File: src/rtl/bch_fix_pkg.sv
package bch_fix_pkg;
  localparam int LOC_W   = 13;
  localparam int SLOTS   = 8;
  localparam int RES_W   = LOC_W * SLOTS;
  localparam int CNT_W   = 4;
  localparam int RDY_BIT = 15;
  localparam int CNT_LSB = 10;
  localparam int TOP_LSB = 16;
  localparam int TOP_W   = RES_W - 96;

  typedef logic [LOC_W-1:0] loc_t;
  typedef enum logic [1:0] {S_IDLE, S_WAIT, S_SCAN, S_WR} seq_t;

  function automatic loc_t pick_field(input logic [RES_W-1:0] v, input int k);
    return v[k*LOC_W +: LOC_W];
  endfunction

  function automatic loc_t fix_bits(input loc_t raw);
    return raw ^ loc_t'(3);
  endfunction

  function automatic logic hits_sector(input loc_t p, input int nbits);
    return int'(p) < nbits;
  endfunction

  function automatic logic [7:0] bit_mask(input logic [2:0] b);
    return 8'b1 << b;
  endfunction
endpackage

File: src/rtl/bch_loc_unpack.sv
module bch_loc_unpack
  import bch_fix_pkg::*;
(
  input  logic [RES_W-1:0]  packed_res,
  output loc_t [SLOTS-1:0]  locs
);
  for (genvar k = 0; k < SLOTS; k++) begin : g_slot
    assign locs[k] = fix_bits(pick_field(packed_res, k));
  end
endmodule

File: src/rtl/bch_flip_seq.sv
module bch_flip_seq
  import bch_fix_pkg::*;
#(
  parameter int SECT_BYTES = 512,
  localparam int DATA_BITS = SECT_BYTES * 8,
  localparam int ADDR_W    = $clog2(SECT_BYTES),
  localparam int SEL_W     = $clog2(SLOTS)
) (
  input  logic              clk,
  input  logic              rst_n,
  input  logic              start,
  input  logic              rdy,
  input  logic [CNT_W-1:0]  err_cnt,
  input  loc_t [SLOTS-1:0]  locs,
  output logic              capture,
  output logic              waiting,
  output logic [ADDR_W-1:0] ram_addr,
  output logic              ram_rd_en,
  input  logic [7:0]        ram_rdata,
  output logic              ram_wr_en,
  output logic [7:0]        ram_wdata,
  output logic              done,
  output logic [CNT_W-1:0]  fix_count,
  output logic              uncorrectable
);
  seq_t              st_q;
  logic [CNT_W-1:0]  cnt_q, slot_q, fixed_q, count_q;
  logic [ADDR_W-1:0] addr_q;
  logic [2:0]        bit_q;
  logic              done_q, uncorr_q;

  loc_t cur;
  logic slot_end, apply;

  assign cur       = locs[slot_q[SEL_W-1:0]];
  assign slot_end  = (slot_q == cnt_q);
  assign apply     = (st_q == S_SCAN) && !slot_end && hits_sector(cur, DATA_BITS);
  assign capture   = (st_q == S_WAIT) && rdy;
  assign waiting   = (st_q == S_WAIT) && !rdy;

  assign ram_rd_en = apply;
  assign ram_wr_en = (st_q == S_WR);
  assign ram_addr  = (st_q == S_WR) ? addr_q : cur[ADDR_W+2:3];
  assign ram_wdata = ram_rdata ^ bit_mask(bit_q);

  assign done          = done_q;
  assign fix_count     = count_q;
  assign uncorrectable = uncorr_q;

  always_ff @(posedge clk or negedge rst_n) begin
    if (!rst_n) begin
      st_q     <= S_IDLE;
      cnt_q    <= '0;
      slot_q   <= '0;
      fixed_q  <= '0;
      count_q  <= '0;
      addr_q   <= '0;
      bit_q    <= '0;
      done_q   <= 1'b0;
      uncorr_q <= 1'b0;
    end else begin
      done_q <= 1'b0;
      case (st_q)
        S_IDLE: if (start) st_q <= S_WAIT;
        S_WAIT: if (rdy) begin
          cnt_q   <= err_cnt;
          slot_q  <= '0;
          fixed_q <= '0;
          if (err_cnt == '0) begin
            done_q   <= 1'b1;
            count_q  <= '0;
            uncorr_q <= 1'b0;
            st_q     <= S_IDLE;
          end else if (err_cnt > CNT_W'(SLOTS)) begin
            done_q   <= 1'b1;
            count_q  <= '0;
            uncorr_q <= 1'b1;
            st_q     <= S_IDLE;
          end else begin
            st_q <= S_SCAN;
          end
        end
        S_SCAN: begin
          if (slot_end) begin
            done_q   <= 1'b1;
            count_q  <= fixed_q;
            uncorr_q <= 1'b0;
            st_q     <= S_IDLE;
          end else if (apply) begin
            addr_q <= cur[ADDR_W+2:3];
            bit_q  <= cur[2:0];
            st_q   <= S_WR;
          end else begin
            slot_q <= slot_q + CNT_W'(1);
          end
        end
        S_WR: begin
          fixed_q <= fixed_q + CNT_W'(1);
          slot_q  <= slot_q + CNT_W'(1);
          st_q    <= S_SCAN;
        end
        default: st_q <= S_IDLE;
      endcase
    end
  end
endmodule

File: src/rtl/bch_fixup.sv
module bch_fixup
  import bch_fix_pkg::*;
#(
  parameter int SECT_BYTES = 512,
  localparam int ADDR_W    = $clog2(SECT_BYTES)
) (
  input  logic              clk,
  input  logic              rst_n,
  input  logic              start,
  input  logic [31:0]       stat_word,
  input  logic [31:0]       res_w1,
  input  logic [31:0]       res_w2,
  input  logic [31:0]       res_w3,
  output logic [ADDR_W-1:0] ram_addr,
  output logic              ram_rd_en,
  input  logic [7:0]        ram_rdata,
  output logic              ram_wr_en,
  output logic [7:0]        ram_wdata,
  output logic              done,
  output logic [3:0]        fix_count,
  output logic              uncorrectable
);
  logic [RES_W-1:0] res_q;
  loc_t [SLOTS-1:0] locs;
  logic             seq_capture, seq_waiting;

  wire unused_stat = ^{stat_word[31:24], stat_word[14], stat_word[9:0]};

  always_ff @(posedge clk or negedge rst_n) begin
    if (!rst_n) res_q <= '0;
    else if (seq_capture)
      res_q <= {stat_word[TOP_LSB +: TOP_W], res_w3, res_w2, res_w1};
  end

  bch_loc_unpack u_unpack (
    .packed_res (res_q),
    .locs       (locs)
  );

  bch_flip_seq #(.SECT_BYTES(SECT_BYTES)) u_seq (
    .clk           (clk),
    .rst_n         (rst_n),
    .start         (start),
    .rdy           (stat_word[RDY_BIT]),
    .err_cnt       (stat_word[CNT_LSB +: CNT_W]),
    .locs          (locs),
    .capture       (seq_capture),
    .waiting       (seq_waiting),
    .ram_addr      (ram_addr),
    .ram_rd_en     (ram_rd_en),
    .ram_rdata     (ram_rdata),
    .ram_wr_en     (ram_wr_en),
    .ram_wdata     (ram_wdata),
    .done          (done),
    .fix_count     (fix_count),
    .uncorrectable (uncorrectable)
  );
endmodule

File: config.mk
export PLATFORM = sky130hd
export DESIGN_NAME = bch_fixup
export DESIGN_NICKNAME = d
export VERILOG_FILES = /design/src/rtl/bch_fix_pkg.sv /design/src/rtl/bch_loc_unpack.sv /design/src/rtl/bch_flip_seq.sv /design/src/rtl/bch_fixup.sv
export SDC_FILE = /design/constraint.sdc
export NUM_CORES = 1
export LEC_CHECK = 0
export BUFFER_PORTS_ARGS = -buffer_cell sky130_fd_sc_hd__buf_2
export CAP_MARGIN = 20
export CORE_UTILIZATION = 50
export DETAILED_ROUTE_END_ITERATION = 10
export HOLD_SLACK_MARGIN = 0.12
export MAX_ROUTING_LAYER = met4
export PLACE_DENSITY = 0.83
export REMOVE_ABC_BUFFERS = 1
export SYNTH_ARGS = -nofsm -noshare
export SYNTH_HDL_FRONTEND = slang
export SYNTH_SLANG_ARGS = --single-unit
File: constraint.sdc
create_clock -name clk -period 3.1 [get_ports clk]
set_input_delay 0.93 -clock clk [delete_from_list [all_inputs] [get_ports clk]]
set_output_delay 0.93 -clock clk [all_outputs]
set_load 0.005 [all_outputs]
# Word level (Yosys, flattened, before mapping)
# Cells that the tools add are included.
dict set report word_totals {
  register_bits 136
  out_inout_bits 25
}
dict set report op_classes {
  add_sub_neg 2
  magnitude_cmp 3
  eq_ne 11
  shift 1
  n_mux 30
  n_bitwise 10
  n_reduce_logical 15
}
# cell n
set ops {}
lappend ops {{$bmux 13 s3} 1}
lappend ops {{$mux 4} 7}
lappend ops {{$not 2->2} 8}
lappend ops {{$pmux 4 s2} 2}
lappend ops {{$lt 13x13->1 const B} 1}
lappend ops {{$mux 13} 1}
lappend ops {{$mux 2} 6}
lappend ops {{$pmux 4 s3} 1}
lappend ops {{$mux 9} 1}
lappend ops {{$add 4x1->4 const B} 2}
lappend ops {{$mux 1} 8}
lappend ops {{$ne 2x2->1 const B} 4}
lappend ops {{$pmux 2 s4} 1}
lappend ops {{$reduce_and 4->1} 2}
lappend ops {{$shl 1x3->8 const A} 1}
lappend ops {{$xor 8x8->8} 1}
lappend ops {{$reduce_and 3->1} 2}
lappend ops {{$eq 2x2->1 const B} 2}
lappend ops {{$eq 4x4->1} 1}
lappend ops {{$gt 4x4->1 const B} 1}
lappend ops {{$logic_not 4->1} 1}
lappend ops {{$lt 3x4->1 const B} 1}
lappend ops {{$pmux 1 s2} 2}
lappend ops {{$reduce_and 2->1} 2}
lappend ops {{other kinds (10)} 13}

# Longest topological paths before layout
# Gate-level depths: netlist of run 1.
dict set report depth {
  ltp_word 8
  depth_mapped 8
  mapped_depth_nobuf 7
}

# By module
# From an unflattened synthesis of run 1, not the netlist that was laid out.
dict set report unflattened {
  cells_unflattened 543
  hier_area_um2 7402.1
}
# module n_inst cells_each area_each_um2
set modules_own_cells {}
lappend modules_own_cells {bch_fixup 1 220 4112.7}
lappend modules_own_cells {bch_flip_seq 1 219 2568.7}
lappend modules_own_cells {bch_loc_unpack 1 104 720.7}

# Worst setup path before layout of run 1
# No wires, ideal clock.
dict set report synth_timing {
  kind {flip-flop to output port}
  startpoint {reg u_seq.slot_q[0]}
  endpoint {out ram_addr[7]}
  t_arrival_ns 1.888
  required_ns 2.170
  slack_ns 0.282
  stages_incl_launch_ff 6
  n_path_buf 2
  cell_sequence {dfrtp_1 buf_6 buf_2 mux4_2 mux2_2 mux2_2}
}
dict set report synth_via {
  elab_chain_cells 3
}
# item line_no
set synth_rtl {}
lappend synth_rtl {{from (decl)} bch_flip_seq.sv:27} ;# logic [CNT_W-1:0] cnt_q, slot_q, fixed_q, count_q;
lappend synth_rtl {{from (signal assigned)} bch_flip_seq.sv:94} ;# slot_q <= slot_q + CNT_W'(1);
lappend synth_rtl {{from (signal assigned)} bch_flip_seq.sv:99} ;# slot_q <= slot_q + CNT_W'(1);
lappend synth_rtl {{$bmux 13 s3} bch_flip_seq.sv:35} ;# assign cur = locs[slot_q[SEL_W-1:0]];
lappend synth_rtl {{$mux 13 (implied by the code)} bch_flip_seq.sv:35}
lappend synth_rtl {{$mux 9} bch_flip_seq.sv:43} ;# assign ram_addr = (st_q == S_WR) ? addr_q : cur[ADDR_W+2:3];
lappend synth_rtl {{to (decl)} bch_fixup.sv:14} ;# output logic [ADDR_W-1:0] ram_addr,
# No other way between the ends. The select of a mux whose other input is x is not followed.

# Worst setup path in the final report of run 1
dict set report layout_timing {
  startpoint {reg u_seq.slot_q[0]}
  endpoint {out ram_addr[2]}
}
# Same word-level chain as after synthesis.

==> impl_summary.txt, run 1 <==
----------------------------------------------------
[Worst setup path]
  Count of buffering cells on the critical path with inverters included ... 2
  Class of the most critical setup path ... reg -> out
  Delay of the slowest cell on the worst path ... about 0.52 ns
  Worst reg2reg path startpoint ... u_seq.slot_q[0]
  Largest fanout of any net on the critical path ... 7
  Highest-delay cell along the critical path ... sky130_fd_sc_hd__mux4_2
  Critical Path, Cell by Cell ... buf_6 -> mux4_2 -> mux2_4 -> mux2_4 -> buf_6
  Launch point of the worst path ... u_seq.slot_q[0]
  Data arrival time of the critical path ... between 2 and 2.5 ns
  Kind of cell with the highest combined delay on the critical path ... multiplexers
  Worst setup SP type ... flip-flop
  Register-to-register setup slack ... slightly below 0.7 ns
  Critical Path Sink Type ... primary output
  WP data required ... approximately 2.2 ns
  Path depth of the worst reg2reg path ... 7
  Reg-to-reg critical path endpoint ... u_seq.addr_q[5]

[STA]
  Slew at the pin closest to its max-slew limit ... 0.548 ns
  Final clock skew ... a little over 0.006 ns
  Relative slew margins ... between 60% and 70%
  Final-report hold violation count ... 0
  Share of the cycle needed by the critical path after routing ... 101%
  Final Critical Period ... about 3.1 ns
  Maximum clock frequency ... roughly 320 MHz
  Setup repair after global routing missed its margin ... yes
  Min setup slack post-route ... -0.0308 ns
  Max Transition Viols Final ... 0
  Number of setup violations in the final report ... 9

[CTS]
  Clk buf depth ... 2
  CTS HTree Levels ... 4
  Inserted Clock Buffers ... 17
  Clock root cell ... sky130_fd_sc_hd__clkbuf_16
  Clock tree from TritonCTS ... done
  Clock Pin Slew Worst Setup and Hold Paths ... ~0.06 ns
  Number of buffers inserted by hold repair at cts ... 0
  Clock network latency to the later pin of the worst-skew pair ... 0.42 ns
  CTS sink cnt ... 136

[Yosys]
  Mapped Area ... about 0.0064 mm^2
  Avg Synthesized Cell Area ... about 15 um^2
  Cell count after synthesis ... roughly 430
  Post-synth top flop ... sky130_fd_sc_hd__dfrtp_1
  Synthesis-stage register bit count ... between 100 and 150
  Post-synth EDFFs ... 0
  Count of cell types in the netlist ... 45
  Warnings, synthesis ... 0
  Sequential cell area fraction in the yosys report ... 53.1%
  Async set-or-reset flop fraction in the synthesized netlist ... 100%

[Pwr]
  Pwr per Cell Area ... 1040 mW/mm^2
  Fraction of power spent switching nets ... between 20% and 30%
  Maximum ir drop on the vdd rail ... 0.000634 V
  Relative contribution of combinational cells to total power ... approximately two fifths
  Clock power frac ... 22.6%
  Internal Power ... slightly below 6 mW
  Power share of the sequential group ... between 30% and 40%
  Switching power summed over all nets ... between 2 and 2.5 mW
  Leakage power ... 3.73 nW

[Finish]
  # fillers ... about 880
  Antenna Diode Count ... 0
  Share of layout cells above drive strength 1 ... between 60% and 70%
  Nets@finish ... roughly 740
  Area growth from synthesis to layout ... 26.9%
  Core utilization of the finished layout ... 66.3%

[Detailed routing]
  Via count ... 4108
  Via density per instance ... around 5.3
  Met3 wirelength from detailed routing ... a little under 600 um
  Residual DRC count ... 0
  Drt total wl ... around 13 mm
  Average wire per cell in the routed design ... between 15 and 20 um
  DRC violation total after the first TritonRoute iteration ... around 170
  Detailed-router iteration count before antenna repair ... 4
  M1 WL ... between 5 and 6 mm
  Antenna violation net count after detailed routing ... 0
  Highest Signal Layer ... met4
  Met2 layer wire length in the routed design ... about 7 mm

[Floorplan]
  Initial standard-cell utilization of the core ... 52.2%
  Number of rows created at floorplan ... 40
  Chip Width ... about 120 um
  Placeable core region ... ~0.012 mm^2
  Y dimension of the die ... about 120 um
  Top Ports ... ~160
  Full die area ... around 0.013 mm^2

[GRT]
  Total congestion overflow ... 0
  Total routing usage reported by global routing ... a little under a quarter
  Initial antenna violation count ... 0
  Vias in the first global route ... 4468
  First-pass GRT wire length ... around 22 mm
  Largest net degree at the start of global routing ... 73

[Placement]
  PortBufs ... between 100 and 150
  Final HPWL from detailed placement ... roughly 9.1 mm
  Pre-CTS setup slack ... between 0.2 and 0.3 ns
  Routability congestion estimate ... slightly below 0.8

[Outcome]
  Failing checks ... setup timing
  Result of the run ... finished with violations

[Hold path]
  Hold crit path type ... in -> async

[Flow run]
  Total of max-cap violations ... 0

----------------------------------------------------
==> power by group through the flow <==
stage	Combinational [mW]	Sequential [mW]	Clock, mW
3_3_place_gp	2.88	3.04	0
4_1_cts	3.51	3.11	1.94
2_1_floorplan	2.25	3.03	0
6_report	3.40	3.11	1.90
3_5_place_dp	3.00	3.13	0
5_1_grt	3.68	3.21	2.01
==> layout make-up <==
| type | count | area [um^2] | share of cell area, % |
|---|---|---|---|
| clock buffers | 21 | 470 | 5.79 |
| clock inverters | 11 | 98.8 | 1.22 |
| inverters | 8 | 30.0 | 0.370 |
| multi-input cells | 258 | 2900 | 35.7 |
| flip-flops and latches | 136 | 3400 | 41.9 |
| well taps | 168 | 210 | 2.59 |
| repair buffers | 170 | 1010 | 12.5 |
==> registers in the layout, summed over array words and instances, names as in the netlist <==
| name | cells |
|---|---|
| u_seq.fix_count | 4 |
| u_seq.slot_q | 4 |
| u_seq.cnt_q | 4 |
| u_seq.fixed_q | 4 |
| u_seq.bit_q | 3 |
| u_seq.uncorrectable | 1 |
| u_seq.addr_q | 9 |
| u_seq.st_q | 2 |
| res_q | 104 |
| u_seq.done | 1 |
==> logic make-up (layout without fill, tap and decap cells) <==
family / after synthesis / in the layout / synth area share [%]
buffers and inverters: 35 / 210 / 2.66
AOI/OAI and AO/OA: 27 / 27 / 2.91
muxes: 172 / 172 / 35.2
adders and majority gates: 6 / 6 / 1.17
DFF: 136 / 136 / 53.1
xor gates and xnor gates: 12 / 12 / 1.64
and+or+nand+nor: 41 / 41 / 3.22
==> metrics by stage <==
step	area (um^2)	total power [mW]	setup TNS, ns	hold slack (ns)	std cells
after floorplan	6260	5.28	-86.88	0.471	402
after global placement	7340	5.92	0	0.455	727
after detailed placement	7340	6.13	0	0.479	727
after CTS	8190	8.56	-0.720	0.491	775
after global routing	8130	8.90	-0.837	0.506	772
final	8130	8.41	-0.193	0.482	772
==> routing by layer <==
metal,vias to the layer above,global-route usage [%]
met5,-,-
met4,0,6.23
met3,10,6.64
met2,103,38.3
met1,2104,27.8
li1,1891,-
==> synth_stat cells, drive strengths merged, types with 2 or more instances <==
library cell | number | area share [%]
mux2i | 9 | 1.6
o21ai | 6 | 0.47
clkbuf | 19 | 1.1
nor4 | 3 | 0.39
xnor2 | 5 | 0.68
a31oi | 3 | 0.29
a21o | 2 | 0.23
a32o | 2 | 0.31
nor2 | 12 | 0.70
inv | 8 | 0.47
a31o | 2 | 0.27
dfrtp | 136 | 53
buf | 8 | 1.1
mux2 | 137 | 24
xor2 | 7 | 0.96
nor2b | 3 | 0.29
and3 | 2 | 0.20
nand2b | 2 | 0.20
nand3b | 2 | 0.23
mux4 | 26 | 9.2
ha | 6 | 1.2
a21oi | 5 | 0.45
nand2 | 12 | 0.70
==> repair_timing <==
| action | in CTS | in global routing |
|---|---|---|
| endpoints found under the setup margin | 10 | 10 |
| hold endpoints to repair | 0 | 0 |
| setup buffers | 15 | 0 |
| pin swaps | 1 | 1 |
| cloned | 1 | 0 |
| gates resized for setup | 32 | 2 |
==> placed cells by master, fill, tap and decap left out, types with 8 or more instances in the layout <==
master / instances
sky130_fd_sc_hd__buf_2: 136
sky130_fd_sc_hd__dfrtp_1: 135
sky130_fd_sc_hd__mux2_2: 115
sky130_fd_sc_hd__mux4_2: 25
sky130_fd_sc_hd__mux2_4: 22
sky130_fd_sc_hd__buf_4: 20
sky130_fd_sc_hd__clkbuf_16: 17
sky130_fd_sc_hd__nor2_1: 12
sky130_fd_sc_hd__nand2_1: 11
sky130_fd_sc_hd__buf_6: 10
sky130_fd_sc_hd__inv_1: 8
sky130_fd_sc_hd__mux2i_1: 8
==> worst max path at each step <==
stage	endpoint	slack, ns	cells after the start
floorplan	u_seq.fix_count[0]	-1.07	4
global placement	ram_addr[1]	0.29	5
detailed placement	ram_addr[1]	0.27	5
CTS	ram_addr[6]	-0.08	6
global route	ram_addr[3]	-0.10	5
finish	ram_addr[2]	-0.03	5
Note: power is estimated with default switching activity, not from simulation.
==> run 2, diff against run 1 <==
--- a/config.mk
+++ b/config.mk
@@ -7,11 +7,11 @@
 export LEC_CHECK = 0
 export BUFFER_PORTS_ARGS = -buffer_cell sky130_fd_sc_hd__buf_2
 export CAP_MARGIN = 20
-export CORE_UTILIZATION = 50
+export CORE_UTILIZATION = 40
 export DETAILED_ROUTE_END_ITERATION = 10
 export HOLD_SLACK_MARGIN = 0.12
 export MAX_ROUTING_LAYER = met4
-export PLACE_DENSITY = 0.83
+export PLACE_DENSITY = 0.7
 export REMOVE_ABC_BUFFERS = 1
 export SYNTH_ARGS = -nofsm -noshare
 export SYNTH_HDL_FRONTEND = slang
==> run 2 against run 1 <==
The flow still finishes with violations (setup timing). Core utilization is 14 points lower. Routed wire length hardly changed. Non-clock buffer count is 11 lower. Via count is 2.4% lower. Clock skew is 0.0011 ns higher. Critical path type unchanged. Largest cell class unchanged. Highest routed layer unchanged.
==> impl_summary.txt, run 2 (synthesis results as in run 1) <==
----------------------------------------------------
[Outcome]
  Result of the run ... finished with violations
  Failing checks ... setup timing

[Placement]
  Final HPWL from detailed placement ... between 9 and 10 mm
  Routability congestion estimate ... between 0.7 and 0.8
  PortBufs ... 144
  Pre-CTS setup slack ... between 0.3 and 0.4 ns
  Post-placement cell area ... approximately 0.0074 mm^2
  Number of placed instances, taps included ... around 770

[Detailed routing]
  Detailed-router iteration count before antenna repair ... 4
  Antenna violation net count after detailed routing ... 0
  Drt total wl ... between 10 and 15 mm
  Average wire per cell in the routed design ... about 17 um
  Residual DRC count ... 0
  Via count ... roughly 4000
  Via density per instance ... about 5
  DRC violation total after the first TritonRoute iteration ... roughly 150

[Pwr]
  Switching power summed over all nets ... approximately 2.4 mW
  Clock power frac ... between 20% and 30%
  Pwr per Cell Area ... around 1000 mW/mm^2
  Leakage power ... about 3.7 nW
  Maximum ir drop on the vdd rail ... 0.000558 V
  Fraction of power spent switching nets ... roughly 29%
  Internal Power ... between 5 and 6 mW
  Relative contribution of combinational cells to total power ... a little under two fifths
  Power share of the sequential group ... 37.2%

[STA]
  Final-report hold violation count ... 0
  Share of the cycle needed by the critical path after routing ... 101%
  Min setup slack post-route ... -0.0274 ns
  Slew at the pin closest to its max-slew limit ... between 0.6 and 0.7 ns
  Worst hold margin ... approximately 0.48 ns
  Final Critical Period ... roughly 3.1 ns
  Number of setup violations in the final report ... 7
  Maximum clock frequency ... approximately 320 MHz
  Max Transition Viols Final ... 0
  Setup repair after global routing missed its margin ... yes
  Final clock skew ... about 0.0073 ns
  Relative slew margins ... roughly 59%

[Worst setup path]
  Reg-to-reg critical path endpoint ... u_seq.addr_q[4]
  Worst reg2reg path startpoint ... u_seq.slot_q[2]
  Register-to-register setup slack ... ~0.75 ns
  Path depth of the worst reg2reg path ... 5
  Worst setup SP type ... flip-flop
  WP data required ... between 2 and 2.5 ns
  Class of the most critical setup path ... reg -> out
  Data arrival time of the critical path ... about 2.2 ns
  Critical Path Sink Type ... primary output
  Largest fanout of any net on the critical path ... 11

[Finish]
  Final Cell Area ... slightly above 0.008 mm^2
  Antenna Diode Count ... 0
  Regs by FF count ... res_q: 104 flops, u_seq.addr_q: 9 flops
  Area growth from synthesis to layout ... 26.9%
  Nets@finish ... roughly 730
  Core utilization of the finished layout ... between 50% and 60%
  Most frequent cells in the layout ... sky130_fd_sc_hd__buf_2, sky130_fd_sc_hd__dfrtp_1, sky130_fd_sc_hd__mux2_2
  Largest register by flop count ... res_q
  Share of layout cells above drive strength 1 ... between 60% and 70%
  Max reg flops ... 104
  Most frequent standard cell in the layout excluding fill and tap cells ... sky130_fd_sc_hd__buf_2
  Count of placed standard cells in the final layout, fillers left out ... approximately 800

[Floorplan]
  Number of rows created at floorplan ... 45
  Placeable core region ... roughly 0.015 mm^2
  Y dimension of the die ... 129 um
  Full die area ... 0.0165 mm^2
  Initial standard-cell utilization of the core ... 41.5%
  Top Ports ... around 160
  Chip Width ... around 130 um

[GRT]
  Total routing usage reported by global routing ... between 10% and 20%
  Largest net degree at the start of global routing ... 64
  Initial antenna violation count ... 0
  Total congestion overflow ... 0
  Vias in the first global route ... approximately 4200
  First-pass GRT wire length ... approximately 22 mm

[CTS]
  Clock root cell ... sky130_fd_sc_hd__clkbuf_16
  CTS sink cnt ... 136
  CTS HTree Levels ... 4
  Clock network latency to the later pin of the worst-skew pair ... around 0.41 ns
  Clk buf depth ... 2
  Number of buffers inserted by hold repair at cts ... 0
  Clock tree from TritonCTS ... done
  Inserted Clock Buffers ... 17
  Clock Pin Slew Worst Setup and Hold Paths ... ~0.06 ns

[Hold path]
  Hold crit path type ... reg -> reg
  Endpoint with the worst hold slack ... u_seq.uncorrectable
  Origin of the worst min-delay path ... u_seq.uncorrectable
  Hold depth ... 1

[Flow run]
  Total of max-cap violations ... 0

----------------------------------------------------
[run 2: cell types whose count changed in the layout (fill, tap and decap cells not counted), moves of 5 or more]
cell / before / now
sky130_fd_sc_hd__buf_6: 10 / 5
sky130_fd_sc_hd__mux2_2: 115 / 123
sky130_fd_sc_hd__mux2_4: 22 / 14
sky130_fd_sc_hd__buf_4: 20 / 9
[run 2: power by group through the flow]
stage	Sequential, mW	Combinational (mW)	Clock [mW]
2_1_floorplan	3.03	2.25	0
3_3_place_gp	3.05	2.92	0
3_5_place_dp	3.13	3.01	0
4_1_cts	3.10	3.14	2.13
5_1_grt	3.21	3.44	2.22
6_report	3.10	3.16	2.08
[run 2: layer usage]
layer / part of all wire, % / vias to the layer above / routed length, um / track usage [%]
met4: 0.45 / 0 / 61 / 4.57
met2: 49 / 104 / 6640 / 28.0
li1: - / 1872 / - / -
met1: 45 / 2030 / 6020 / 23.4
met3: 5.5 / 4 / 741 / 5.41
met5: 0 / - / 0 / -
[run 2: how the worst max path moves through the flow]
stage               slack (ns)  depth (start not counted)            endpoint       startpoint
global placement          0.36                          5         ram_addr[1]  u_seq.slot_q[0]
global route             -0.12                          5         ram_addr[8]  u_seq.slot_q[0]
CTS                      -0.07                          5         ram_addr[2]  u_seq.slot_q[0]
detailed placement        0.36                          5         ram_addr[5]  u_seq.slot_q[0]
floorplan                -1.07                          4  u_seq.fix_count[0]    stat_word[15]
finish                   -0.03                          5         ram_addr[2]  u_seq.slot_q[0]
[run 2: layout make-up]
| cell class | instances | area [um^2] |
|---|---|---|
| Clock inverter | 13 | 170 |
| Clock buffer | 19 | 443 |
| Fill cell | 1336 | 7300 |
| Tap cell | 211 | 264 |
| Inverter | 8 | 30.0 |
| Multi-Input combinational cell | 258 | 2860 |
| Sequential cell | 136 | 3410 |
| Timing Repair Buffer | 159 | 952 |
[run 2: worst max-delay path, stage by stage, from the launching register on]
cell and delay [ns]:
sky130_fd_sc_hd__dfrtp_2 0.41, sky130_fd_sc_hd__buf_12 0.17, sky130_fd_sc_hd__mux4_2 0.51, sky130_fd_sc_hd__mux2_2 0.28, sky130_fd_sc_hd__mux2_2 0.27, sky130_fd_sc_hd__buf_2 0.13
[run 2: through the flow]
stage	power, mW	TNS [ns]
after detailed placement	6.14	0
final	8.33	-0.0774
after global placement	5.97	0
after global routing	8.88	-0.842
after floorplan	5.28	-86.88
after CTS	8.36	-0.432
[run 2: what timing repair did]
action / in CTS / in global routing
gates resized for setup: 5 / 8
buffers inserted: 2 / 0
endpoints found under the setup margin: 10 / 10
cloned: 1 / 0
